$ cat config.mk
export PLATFORM = sky130hd
export DESIGN_NAME = rx_dly_calib
export DESIGN_NICKNAME = d
export VERILOG_FILES = /design/src/rtl/rx_dly_calib_pkg.sv /design/src/rtl/rx_dly_calib_timer.sv /design/src/rtl/rx_dly_calib_map.sv /design/src/rtl/rx_dly_calib_seq.sv /design/src/rtl/rx_dly_calib.sv
export SDC_FILE = /design/constraint.sdc
export NUM_CORES = 1
export LEC_CHECK = 0
export BUFFER_PORTS_ARGS = -buffer_cell sky130_fd_sc_hd__buf_4
export CORE_MARGIN = 3
export CORE_UTILIZATION = 40
export DETAILED_ROUTE_END_ITERATION = 7
export GPL_TIMING_DRIVEN = 0
export PLACE_DENSITY = 0.69
export SKIP_LAST_GASP = 1
export SLEW_MARGIN = 15
export SYNTH_ARGS = -nofsm -noshare
export SYNTH_HDL_FRONTEND = slang
export SYNTH_SLANG_ARGS = --single-unit
$ cat constraint.sdc
create_clock -name clk_i -period 2.4 [get_ports clk_i]
set_input_delay 0.12 -clock clk_i [delete_from_list [all_inputs] [get_ports clk_i]]
set_output_delay 0.12 -clock clk_i [all_outputs]
set_load 0.02 [all_outputs]
$ cat src/rtl/rx_dly_calib_pkg.sv
package rx_dly_calib_pkg;
  localparam int unsigned NUM_SET = 4;
  localparam int unsigned SEL_W   = $clog2(NUM_SET);

  typedef enum logic [2:0] {
    ST_IDLE,
    ST_SET,
    ST_REQ,
    ST_WAIT,
    ST_DECIDE,
    ST_DONE
  } cal_state_e;
endpackage

$ cat src/rtl/rx_dly_calib_timer.sv
module rx_dly_calib_timer #(
  parameter int unsigned TIMEOUT_CYC = 256
) (
  input  logic clk_i,
  input  logic rst_ni,
  input  logic run_i,
  output logic expired_o
);
  localparam int unsigned CW = $clog2(TIMEOUT_CYC + 1);

  logic [CW-1:0] cnt_q;

  always_ff @(posedge clk_i or negedge rst_ni) begin
    if (!rst_ni)                cnt_q <= '0;
    else if (!run_i)            cnt_q <= '0;
    else if (!expired_o)        cnt_q <= cnt_q + 1'b1;
  end

  assign expired_o = (cnt_q == CW'(TIMEOUT_CYC - 1));
endmodule

$ cat src/rtl/rx_dly_calib_map.sv
module rx_dly_calib_map
  import rx_dly_calib_pkg::*;
(
  input  logic [NUM_SET-1:0] mask_i,
  output logic [SEL_W-1:0]   sel_o,
  output logic               fail_o
);
  always_comb begin
    sel_o  = '0;
    fail_o = 1'b0;
    unique case (mask_i)
      4'b0001: sel_o = 2'd0;
      4'b0010: sel_o = 2'd1;
      4'b0100: sel_o = 2'd2;
      4'b1000: sel_o = 2'd3;
      4'b0011: sel_o = 2'd0; // edge of range
      4'b0110: sel_o = 2'd1; // no edge: lower
      4'b1100: sel_o = 2'd3; // edge of range
      4'b0111: sel_o = 2'd1;
      4'b1110: sel_o = 2'd2;
      4'b1111: sel_o = 2'd1; // lower middle
      default: fail_o = 1'b1;
    endcase
  end
endmodule

$ cat src/rtl/rx_dly_calib_seq.sv
module rx_dly_calib_seq
  import rx_dly_calib_pkg::*;
#(
  parameter int unsigned DW      = 16,
  parameter logic [DW-1:0] EXP_VAL = 16'h5AA5
) (
  input  logic               clk_i,
  input  logic               rst_ni,
  input  logic               start_i,
  input  logic               rsp_valid_i,
  input  logic [DW-1:0]      rsp_data_i,
  input  logic               expired_i,
  input  logic [SEL_W-1:0]   map_sel_i,
  input  logic               map_fail_i,
  output logic [NUM_SET-1:0] mask_o,
  output logic               wait_o,
  output logic               req_o,
  output logic [SEL_W-1:0]   sel_o,
  output logic               busy_o,
  output logic               done_o,
  output logic               err_o
);
  cal_state_e         state_q, state_d;
  logic [SEL_W-1:0]   idx_q;
  logic [NUM_SET-1:0] mask_q;
  logic [SEL_W-1:0]   res_q;
  logic               err_q;
  logic               step;
  logic               last;

  assign step = (state_q == ST_WAIT) && (rsp_valid_i || expired_i);
  assign last = (idx_q == SEL_W'(NUM_SET - 1));

  always_comb begin
    state_d = state_q;
    unique case (state_q)
      ST_IDLE, ST_DONE: if (start_i) state_d = ST_SET;
      ST_SET:           state_d = ST_REQ;
      ST_REQ:           state_d = ST_WAIT;
      ST_WAIT:          if (step) state_d = last ? ST_DECIDE : ST_SET;
      ST_DECIDE:        state_d = ST_DONE;
      default:          state_d = ST_IDLE;
    endcase
  end

  always_ff @(posedge clk_i or negedge rst_ni) begin
    if (!rst_ni) begin
      state_q <= ST_IDLE;
      idx_q   <= '0;
      mask_q  <= '0;
      res_q   <= '0;
      err_q   <= 1'b0;
    end else begin
      state_q <= state_d;
      if ((state_q == ST_IDLE || state_q == ST_DONE) && start_i) begin
        idx_q  <= '0;
        mask_q <= '0;
        err_q  <= 1'b0;
      end
      if (step) begin
        mask_q[idx_q] <= rsp_valid_i && (rsp_data_i == EXP_VAL);
        if (!last) idx_q <= idx_q + 1'b1;
      end
      if (state_q == ST_DECIDE) begin
        res_q <= map_fail_i ? '0 : map_sel_i;
        err_q <= map_fail_i;
      end
    end
  end

  assign mask_o = mask_q;
  assign wait_o = (state_q == ST_WAIT);
  assign req_o  = (state_q == ST_REQ);
  assign busy_o = (state_q != ST_IDLE) && (state_q != ST_DONE);
  assign done_o = (state_q == ST_DONE);
  assign err_o  = done_o && err_q;
  assign sel_o  = busy_o ? idx_q : res_q;
endmodule

$ cat src/rtl/rx_dly_calib.sv
module rx_dly_calib
  import rx_dly_calib_pkg::*;
#(
  parameter int unsigned   DW          = 16,
  parameter int unsigned   AW          = 16,
  parameter logic [DW-1:0] EXP_VAL     = 16'h5AA5,
  parameter logic [AW-1:0] TEST_ADDR   = 16'h0104,
  parameter int unsigned   TIMEOUT_CYC = 256
) (
  input  logic          clk_i,
  input  logic          rst_ni,
  input  logic          start_i,
  output logic          rd_req_o,
  output logic [AW-1:0] rd_addr_o,
  input  logic          rd_rsp_valid_i,
  input  logic [DW-1:0] rd_rsp_data_i,
  output logic [1:0]    dly_sel_o,
  output logic          busy_o,
  output logic          done_o,
  output logic          err_o
);
  logic [NUM_SET-1:0] mask;
  logic [SEL_W-1:0]   map_sel;
  logic               map_fail;
  logic               waiting;
  logic               expired;

  rx_dly_calib_timer #(.TIMEOUT_CYC(TIMEOUT_CYC)) u_timer (
    .clk_i     (clk_i),
    .rst_ni    (rst_ni),
    .run_i     (waiting),
    .expired_o (expired)
  );

  rx_dly_calib_map u_map (
    .mask_i (mask),
    .sel_o  (map_sel),
    .fail_o (map_fail)
  );

  rx_dly_calib_seq #(.DW(DW), .EXP_VAL(EXP_VAL)) u_seq (
    .clk_i       (clk_i),
    .rst_ni      (rst_ni),
    .start_i     (start_i),
    .rsp_valid_i (rd_rsp_valid_i),
    .rsp_data_i  (rd_rsp_data_i),
    .expired_i   (expired),
    .map_sel_i   (map_sel),
    .map_fail_i  (map_fail),
    .mask_o      (mask),
    .wait_o      (waiting),
    .req_o       (rd_req_o),
    .sel_o       (dly_sel_o),
    .busy_o      (busy_o),
    .done_o      (done_o),
    .err_o       (err_o)
  );

  assign rd_addr_o = TEST_ADDR;
endmodule

[After elaboration in Yosys (flattened, before gate mapping)]
Index checks and enable logic that the tools add are counted.
Word-level totals
  register bits after elaboration: 21
  input bits: 20
  output and inout bits: 22
  word-level logic and storage cells: 69
Operators by class
  add/sub/neg operators: 2
  magnitude comparators: 2
  eq/ne operators: 22
  multiplexer cells: 20
  reductions and logical operators: 17
Operator list (number)
  two-way mux 9 bit: 2
  equality test 16 x 15 -> 1 bit, second input constant: 1
  equality test 4 bit, second input constant: 4
  one-hot mux 3 bit (5 select lines): 1
  equality test 4 x 3 -> 1 bit, second input constant: 3
  two-way mux 2 bit: 5
  OR reduction 10 bit: 1
  adder 9 x 1 -> 9 bit, second input constant: 1
  equality test 9 x 8 -> 1 bit, second input constant: 1
  two-way mux 3 bit: 3
  equality test 4 x 2 -> 1 bit, second input constant: 2
  two-way mux 4 bit: 2
  equality test 3 x 2 -> 1 bit, second input constant: 2
  equality test 3 bit, second input constant: 2
  logical AND 1 bit: 6
  one-hot mux 2 bit (3 select lines): 1
  OR reduction 2 bit: 3
  bitwise mux 4 bit: 1
  equality test 4 x 1 -> 1 bit, second input constant: 1
  two-way mux 1 bit: 4
  inequality test 2 bit, second input constant: 2
  OR reduction 4 bit: 1
  equality test 3 x 1 -> 1 bit, second input constant: 1
  logical NOT 3 bit: 1
  11 further kinds: 12

[Longest topological paths before layout]
Gate-level depths: netlist (run 1).
  depth after elaboration: 6
  mapped depth: 9
  mapped depth without buffers: 8

[Cells and area by module]
Synthesis (run 1) repeated with hierarchy kept, for this count alone.
Unflattened totals
  cell total of the unflattened synthesis: 156
  area, all modules: 1431.4 µm²
Modules (own cells, without submodules)
  rx_dly_calib_seq: times used 1, cells an instance 83, area an instance 760.7 µm², seq. area each 300.3 µm²
  rx_dly_calib_timer: times used 1, cells an instance 44, area an instance 479.2 µm², seq. area each 225.2 µm²
  rx_dly_calib: times used 1, cells an instance 18, area an instance 127.6 µm², seq. area each 0.0 µm²
  rx_dly_calib_map: times used 1, cells an instance 11, area an instance 63.8 µm², seq. area each 0.0 µm²

[Worst setup path after synthesis (run 1)]
OpenSTA, ideal clock, no wires.
  path type: reg2reg
  start point: reg u_timer.cnt_q[0]
  end point: reg u_timer.cnt_q[5]
  library setup time: 0.077 ns
  arrival time: 1.743 ns
  data required time: 2.323 ns
  setup slack: 0.579 ns
  stages on the path, launching flop included: 9
  buffers on the path: 1
  cells stage by stage: dfrtp_1 -> ha_1 -> nand3_1 -> nor2_1 -> ha_1 -> buf_2 -> nand4b_1 -> or3_1 -> a21oi_1
On the way
  cells in the longest elaborated chain, start to end: 3
  elaborated cells on any way between the ends: 5
  those cells by class: add/sub (1); eq/ne (2); mux (2)
Ends and longest elaborated chain
  from (decl): RTL line rx_dly_calib_timer.sv:11  | logic [CW-1:0] cnt_q;
  from (signal assigned): RTL line rx_dly_calib_timer.sv:16  | else if (!expired_o) cnt_q <= cnt_q + 1'b1;
  adder 9 x 1 -> 9 bit: RTL line rx_dly_calib_timer.sv:16
  two-way mux 9 bit: RTL line rx_dly_calib_timer.sv:16
  two-way mux 9 bit: RTL line rx_dly_calib_timer.sv:15  | else if (!run_i) cnt_q <= '0;
Parallel ways exist; a longest one is shown, timed or not. The select of a mux whose other input is x is not followed.
A chain may end at the register's enable or synchronous reset.

[Worst setup path in the final report (run 1)]
  start point: reg u_timer.cnt_q[0]
  end point: reg u_timer.cnt_q[7]
Same word-level chain as after synthesis.

==> results.cfg, run 1 <==
[place]
gp_congestion = 0.7452
io_buffers = 25
placed_cells = 235
hpwl_um = 2099

[yosys]
synth_top_area_share = 0.3822
ys_ff_latch = 21
seq_area_frac_synth = 0.3822
synthArstFlopShare = 1.000
yosysTopAreaCell = dfrtp_1
synth_cells = 152
syn_area_per_cell_um2 = 9.047
synth_area_um2 = 1375
ys_types = 41
netlist_top_cells_area = dfrtp_1 38%, buf_4 8.7%, ha_1 5.5%
synth_edf_count = 0
ys.flop_type = dfrtp_1
ys_warn_count = 0

[clock_tree]
cts_tree = yes
root_buffer = clkbuf_4
cts_buffers = 3
cts-htree-levels = 1
cts_resized = 0
cts_setup_buffers = 0
clockBufferDepth = 2
cts.sinks = 21
clk_latency_ps = 300
clk_pin_slew_ps = 120

[setup_path]
cpPeakStageDelay_ps = 430
critPathCaptureType = flop
path_max_fanout = 10
rrSetupSlack_ps = 390
critPathSlowestCell = dfrtp_1
critPathLaunchType = flop
crit_type = flop to flop
arrival_ps = 2250
crit_top_cell = ha_1
path_cells = ha_1 -> nand3_1 -> nor2_1 -> ha_1 -> buf_2 -> nand4b_1 -> or3_1 -> a21oi_1
worstPathRequired_ps = 2640

[global_routing]
grt_pass1_vias = 1014
grt.overflow.total = 0
met1_usage = 0.1795
grtUsageTotal = 0.1329
grt_max_degree = 22
grt_pass1_wl_um = 4395
antenna_found_initial = 0
use_met2 = 0.2152
grt_util_met3 = 0.02600
grt_busiest_layer = met2

[floorplan]
pin_count = 42
fp.dieH_um = 64.63
start_util = 0.4361
die-area_um2 = 4177
die_x_um = 64.63
rows = 20
core_um2 = 3153

[sta]
maxSlewViolCount = 0
clock.fmax_mhz = 497.9
skew_ps = 5.524
post-route-period-util = 0.8369
finalSetupViolCount = 0
rsz0062_at_grt = no
final_hold_viol_count = 0
min_period_ps = 2009
tns_ps = 0

[power]
p_leak_nw = 0.8371
power_density_nw_per_um2 = 692.6
vdd_drop_max_mv = 0.3202

[cells_and_area]
layout.nets = 223
regArea_um2 = 525.5
multi_input_area_um2 = 719.4
drive_gt1_frac = 0.2806
fin_cells = 240
antennaDiodeCount = 0
nFillCells = 304
area.growth.synth_to_final_pct = 24.20

[routing]
drt_wl_total_um = 2611
initialDrtViolationCount = 57
drt_first_pass_iters = 5
ant_nets = 0
drc = 0
vias = 1114
avgViaCountPerCell = 4.642
wl_per_cell_um = 10.88

[run_status]
status = finished clean

[min_path]
hp-class = input port to flop

[run]
maxCapViolCount = 0
-- synth_stat cells (3+ instances only) --
master    number
dfrtp_1       21
ha_1           6
a21oi_1        7
buf_4         16
inv_1          5
xor2_1         4
buf_6          3
nand4b_1       4
nand3_1        4
o21ai_0        8
nand3b_1       3
nor2_1        14
nand2b_1       3
or3_1          3
mux2i_1        3
nand2_1       17
-- power by group --
part | switching, mW | internal [mW] | leakage [nW] | total [mW]
Sequential | 0.0698 | 0.421 | 0.281 | 0.491
Clock | 0.110 | 0.0621 | 0.0177 | 0.172
Combinational | 0.291 | 0.229 | 0.538 | 0.520
-- per-stage QoR --
step | util | hold slack [ps] | cell area [µm²] | power [mW] | setup WS [ps]
after detailed placement | 0.5298 | 22.41 | 1670 | 1.028 | 405.5
final | 0.5417 | 68.38 | 1708 | 1.183 | 391.5
after CTS | 0.5417 | 60.32 | 1708 | 1.203 | 391.9
after global placement | 0.5298 | 19.20 | 1670 | 0.9980 | 434.0
after floorplan | - | -175.6 | 1428 | 0.8545 | 579.3
after global routing | 0.5417 | 76.81 | 1708 | 1.281 | 187.7
-- critical path, delay by kind of cell (launching register included) --
family	cells	cell delay (ps)
and+or+nand+nor	4	770
adders and majority gates	2	410
buffers and inverters	1	180
AOI/OAI and AO/OA	1	140
DFF	1	430
-- per-layer routing --
layer  share of wire  vias to the layer above
met1            0.48                      503
met2            0.46                       36
met3           0.057                        2
met4          0.0077                        0
met5               0                        -
li1                -                      573
-- layout make-up --
type                    instances  share of cell area
plain buffers                  21             0.09597
clock inverters                 1            0.002930
well taps                      44             0.03223
inverters                       5             0.01099
multi-input cells             119              0.4212
flip-flops and latches         21              0.3077
clock buffers                   3             0.01319
repair buffers                 26              0.1158
-- kinds of logic (layout without fill, tap and decap cells) --
kind of cell,count (synthesis),after routing,synth area share
adder cells (fa/ha/maj),6,6,0.05459
AO/OA/AOI/OAI,23,23,0.09464
other,2,16,0.005462
buffers and inverters,26,56,0.1329
XOR/XNOR,6,6,0.03822
AND/OR/NAND/NOR,64,64,0.2621
flip-flops,21,21,0.3822
multiplexers,4,4,0.03003
-- sequential cells by signal, indices dropped and copies added, names as in the netlist --
| register | cells |
|---|---|
| u_seq.err_q | 1 |
| u_seq.idx_q | 2 |
| u_seq.mask_o | 4 |
| u_seq.res_q | 2 |
| u_seq.state_q | 3 |
| u_timer.cnt_q | 9 |
-- path summary, 6_finish.rpt --
| check | from | to | depth (start not counted) |
|---|---|---|---|
| worst min-delay path | start_i | u_seq.state_q[0] | 3 |
| worst min register to register | u_seq.res_q[0] | u_seq.res_q[0] | 1 |
| max in group asynchronous | rst_ni | u_seq.idx_q[1] | 2 |
| worst max-delay path | u_timer.cnt_q[0] | u_timer.cnt_q[7] | 8 |
| min in group asynchronous | rst_ni | u_seq.res_q[1] | 2 |
| worst max register to register | u_timer.cnt_q[0] | u_timer.cnt_q[7] | 8 |
-- placed cells by master, fill, tap and decap left out, drive strengths merged, types with 2 or more instances in the layout --
cell type	count
a21oi	8
and3b	2
buf	46
clkbuf	3
conb	16
dfrtp	21
ha	6
inv	5
mux2i	3
nand2	17
nand2b	3
nand3	4
nand3b	3
nand4b	4
nor2	14
nor2b	2
nor3	2
o211ai	2
o21ai	10
or3	3
xnor2	2
xor2	4
-- repair_timing --
item	in CTS	in global routing
hold buffers	1	0
endpoints found under the hold margin	21	0
endpoints found under the setup margin	0	0
(Power assumes the default switching activity.)
==> run 2, diff against run 1 <==
--- a/config.mk
+++ b/config.mk
@@ -5,12 +5,13 @@
 export SDC_FILE = /design/constraint.sdc
 export NUM_CORES = 1
 export LEC_CHECK = 0
+export ABC_AREA = 1
 export BUFFER_PORTS_ARGS = -buffer_cell sky130_fd_sc_hd__buf_4
 export CORE_MARGIN = 3
 export CORE_UTILIZATION = 40
 export DETAILED_ROUTE_END_ITERATION = 7
 export GPL_TIMING_DRIVEN = 0
-export PLACE_DENSITY = 0.69
+export PLACE_DENSITY = 0.71
 export SKIP_LAST_GASP = 1
 export SLEW_MARGIN = 15
 export SYNTH_ARGS = -nofsm -noshare
==> constraint.sdc (replaced) <==
create_clock -name clk_i -period 1.7 [get_ports clk_i]
set_input_delay 0.085 -clock clk_i [delete_from_list [all_inputs] [get_ports clk_i]]
set_output_delay 0.085 -clock clk_i [all_outputs]
set_load 0.02 [all_outputs]
==> run 2 against run 1 <==
Highest routed layer unchanged. Maximum frequency is 27% higher. Critical endpoint is now u_seq.idx_q[0]. Largest power group unchanged. Sequential power is 40% higher. Non-clock buffer count is 2 lower.
==> results.cfg, run 2 <==
[yosys]
synth_top_area_share = 0.3587
synthMostInstantiatedCell = nand2_1
synthArstFlopShare = 1.000
synth_edf_count = 0
synth_area_um2 = 1465
netlist_top_cells_area = dfrtp_1 36%, nand2_1 13%, nand3_1 8.5%
syn_area_per_cell_um2 = 6.977
ys.flop_type = dfrtp_1
synth_cells = 210
ys_types = 19
yosysTopAreaCell = dfrtp_1
ys_warn_count = 0
synth_common_cells = 50 x nand2_1, 33 x inv_1, 27 x nor2_1, 25 x nand3_1, 21 x dfrtp_1
ys_ff_latch = 21
seq_area_frac_synth = 0.3587

[routing]
drt_wl_total_um = 2714
initialDrtViolationCount = 59
drc = 0
vias = 1313
route.met3.wl_um = 188
routed.top_layer = met4
wl_met1_um = 1328
wl_met2_um = 1178
avgViaCountPerCell = 4.333
drt_first_pass_iters = 4
ant_nets = 0
wl_per_cell_um = 8.957

[global_routing]
grt_pass1_vias = 1207
grt_pass1_wl_um = 4974
antenna_found_initial = 0
grt_max_degree = 22
grtUsageTotal = 0.1414
grt.overflow.total = 0

[sta]
clock.fmax_mhz = 630.2
post-route-period-util = 0.9333
finalSetupViolCount = 0
maxSlewViolCount = 0
min_period_ps = 1587
final_hold_viol_count = 0
skew_ps = 2.341
rsz0062_at_grt = no

[place]
hpwl_um = 2160
io_buffers = 25
dpl_cell_area_um2 = 1763
gp_congestion = 0.8114

[cells_and_area]
area.growth.synth_to_final_pct = 26.99
layout_common_cells = 49 x nand2_1, 44 x buf_4, 31 x inv_1, 26 x nor2_1, 25 x nand3_1
fin_area_um2 = 1861
top_register = u_timer.cnt_q
antennaDiodeCount = 0
layout_commonest_cell = nand2_1
largest_register_ffs = 9
drive_gt1_frac = 0.2451
layout.nets = 284

[setup_path]
path_max_fanout = 4
crit_type = flop to flop
path_cells = ha_2 -> nand2_2 -> nor3_2 -> ha_2 -> nor2_4 -> inv_2 -> nand2_4 -> clkinv_2 -> nand2_4 -> clkinv_2 -> nand2_1 -> nand2_1
rrSetupSlack_ps = 110
arrival_ps = 1740
critPathSlowestCell = dfrtp_1
cpPeakStageDelay_ps = 400
critPathCaptureType = flop
critPathLaunchType = flop
worstPathRequired_ps = 1850

[clock_tree]
cts.sinks = 21
cts_buffers = 3
cts_tree = yes
clk_latency_ps = 260
root_buffer = clkbuf_8
clockBufferDepth = 2
clk_pin_slew_ps = 80
cts-htree-levels = 1

[run]
maxCapViolCount = 0

[power]
combPwrFrac = 0.476
clkPwrFrac = 0.168
p_leak_nw = 1.052
pwr-share-seq = 0.355
netSwitchingFraction = 0.4212
p_total_mw = 1.930
p_sw_mw = 0.8131
intPower_mw = 1.117
vdd_drop_max_mv = 0.5782
power_density_nw_per_um2 = 1038

[min_path]
hp-class = input port to flop

[floorplan]
pin_count = 42
start_util = 0.4257
core_um2 = 3442
rows = 21
die_x_um = 66.52
die-area_um2 = 4425
fp.dieH_um = 66.52

[run_status]
status = finished clean
==> run 2: cell count changes in the layout (fill, tap and decap cells not counted), moves of 4 or more <==
cell,change
inv_1,+26
nand2_1,+32
nand2_4,+5
nand3_1,+21
nand4b_1,-4
nor2_1,+12
==> run 2: cell type report <==
cell class                 instances  area, µm²
inverter                          35      133.9
buffer                            16      120.1
tap                               46      57.56
sequential                        21      525.5
fill                             337       1582
clock buffer                       4      45.04
timing repair buffer              29      220.2
multi-input combinational        152      758.2
==> run 2: metal layers <==
layer / track usage / vias up
li1: - / 708
met1: 0.1962 / 557
met2: 0.2268 / 44
met3: 0.02024 / 4
met4: 0.04315 / 0
met5: 0 / -
==> run 2: power by group through the flow <==
| stage | Combinational (mW) | Clock (mW) | Sequential [mW] |
|---|---|---|---|
| 2_1_floorplan | 0.656 | 0 | 0.681 |
| 3_3_place_gp | 0.876 | 0 | 0.701 |
| 3_5_place_dp | 0.884 | 0 | 0.703 |
| 4_1_cts | 0.928 | 0.338 | 0.684 |
| 5_1_grt | 1.06 | 0.361 | 0.704 |
| 6_report | 0.920 | 0.325 | 0.686 |
==> run 2: critical path: cells and delay by family, from the launching register on <==
kind,cells,cell delay (ps)
DFF,1,400
and+or+nand+nor,7,480
adders and majority gates,2,400
buffers and inverters,3,200
==> run 2: path summary, 6_finish.rpt <==
check	depth (start not counted)	to	startpoint
max reg2reg	12	u_seq.idx_q[0]	u_timer.cnt_q[0]
min	4	u_seq.mask_o[2]	rd_rsp_data_i[8]
min in group asynchronous	2	u_timer.cnt_q[7]	rst_ni
min reg2reg	2	u_seq.res_q[0]	u_seq.res_q[0]
max in group asynchronous	2	u_timer.cnt_q[2]	rst_ni
max	12	u_seq.idx_q[0]	u_timer.cnt_q[0]
==> run 2: stage by stage <==
| step | hold slack, ps | util | TNS [ps] | std cells | setup slack [ps] |
|---|---|---|---|---|---|
| 2_1_floorplan | -210.6 | - | 0 | 224 | 58.78 |
| 3_3_place_gp | -4.566 | 0.5122 | -693.6 | 295 | -103.0 |
| 3_5_place_dp | -9.593 | 0.5122 | -674.6 | 295 | -110.4 |
| 4_1_cts | 128.7 | 0.5362 | 0 | 303 | 18.74 |
| 5_1_grt | 154.6 | 0.5405 | 0 | 303 | 2.829 |
| 6_report | 143.9 | 0.5405 | 0 | 303 | 113.3 |
==> run 2: logic make-up (layout without fill, tap and decap cells) <==
group,count (synthesis),after routing,synth area share
other,2,16,0.005126
adder cells (fa/ha/maj),6,6,0.05124
AO/OA/AOI/OAI,14,14,0.04953
XOR/XNOR,1,1,0.005979
buffers and inverters,51,84,0.1734
flip-flops,21,21,0.3587
AND/OR/NAND/NOR,115,115,0.3561
==> run 2: timing repair <==
item	4_1_cts	5_1_grt
pin swaps	1	2
hold buffers	1	0
endpoints found under the hold margin	21	0
resized for setup	2	6
buffers inserted	3	0
setup endpoints to repair	9	12
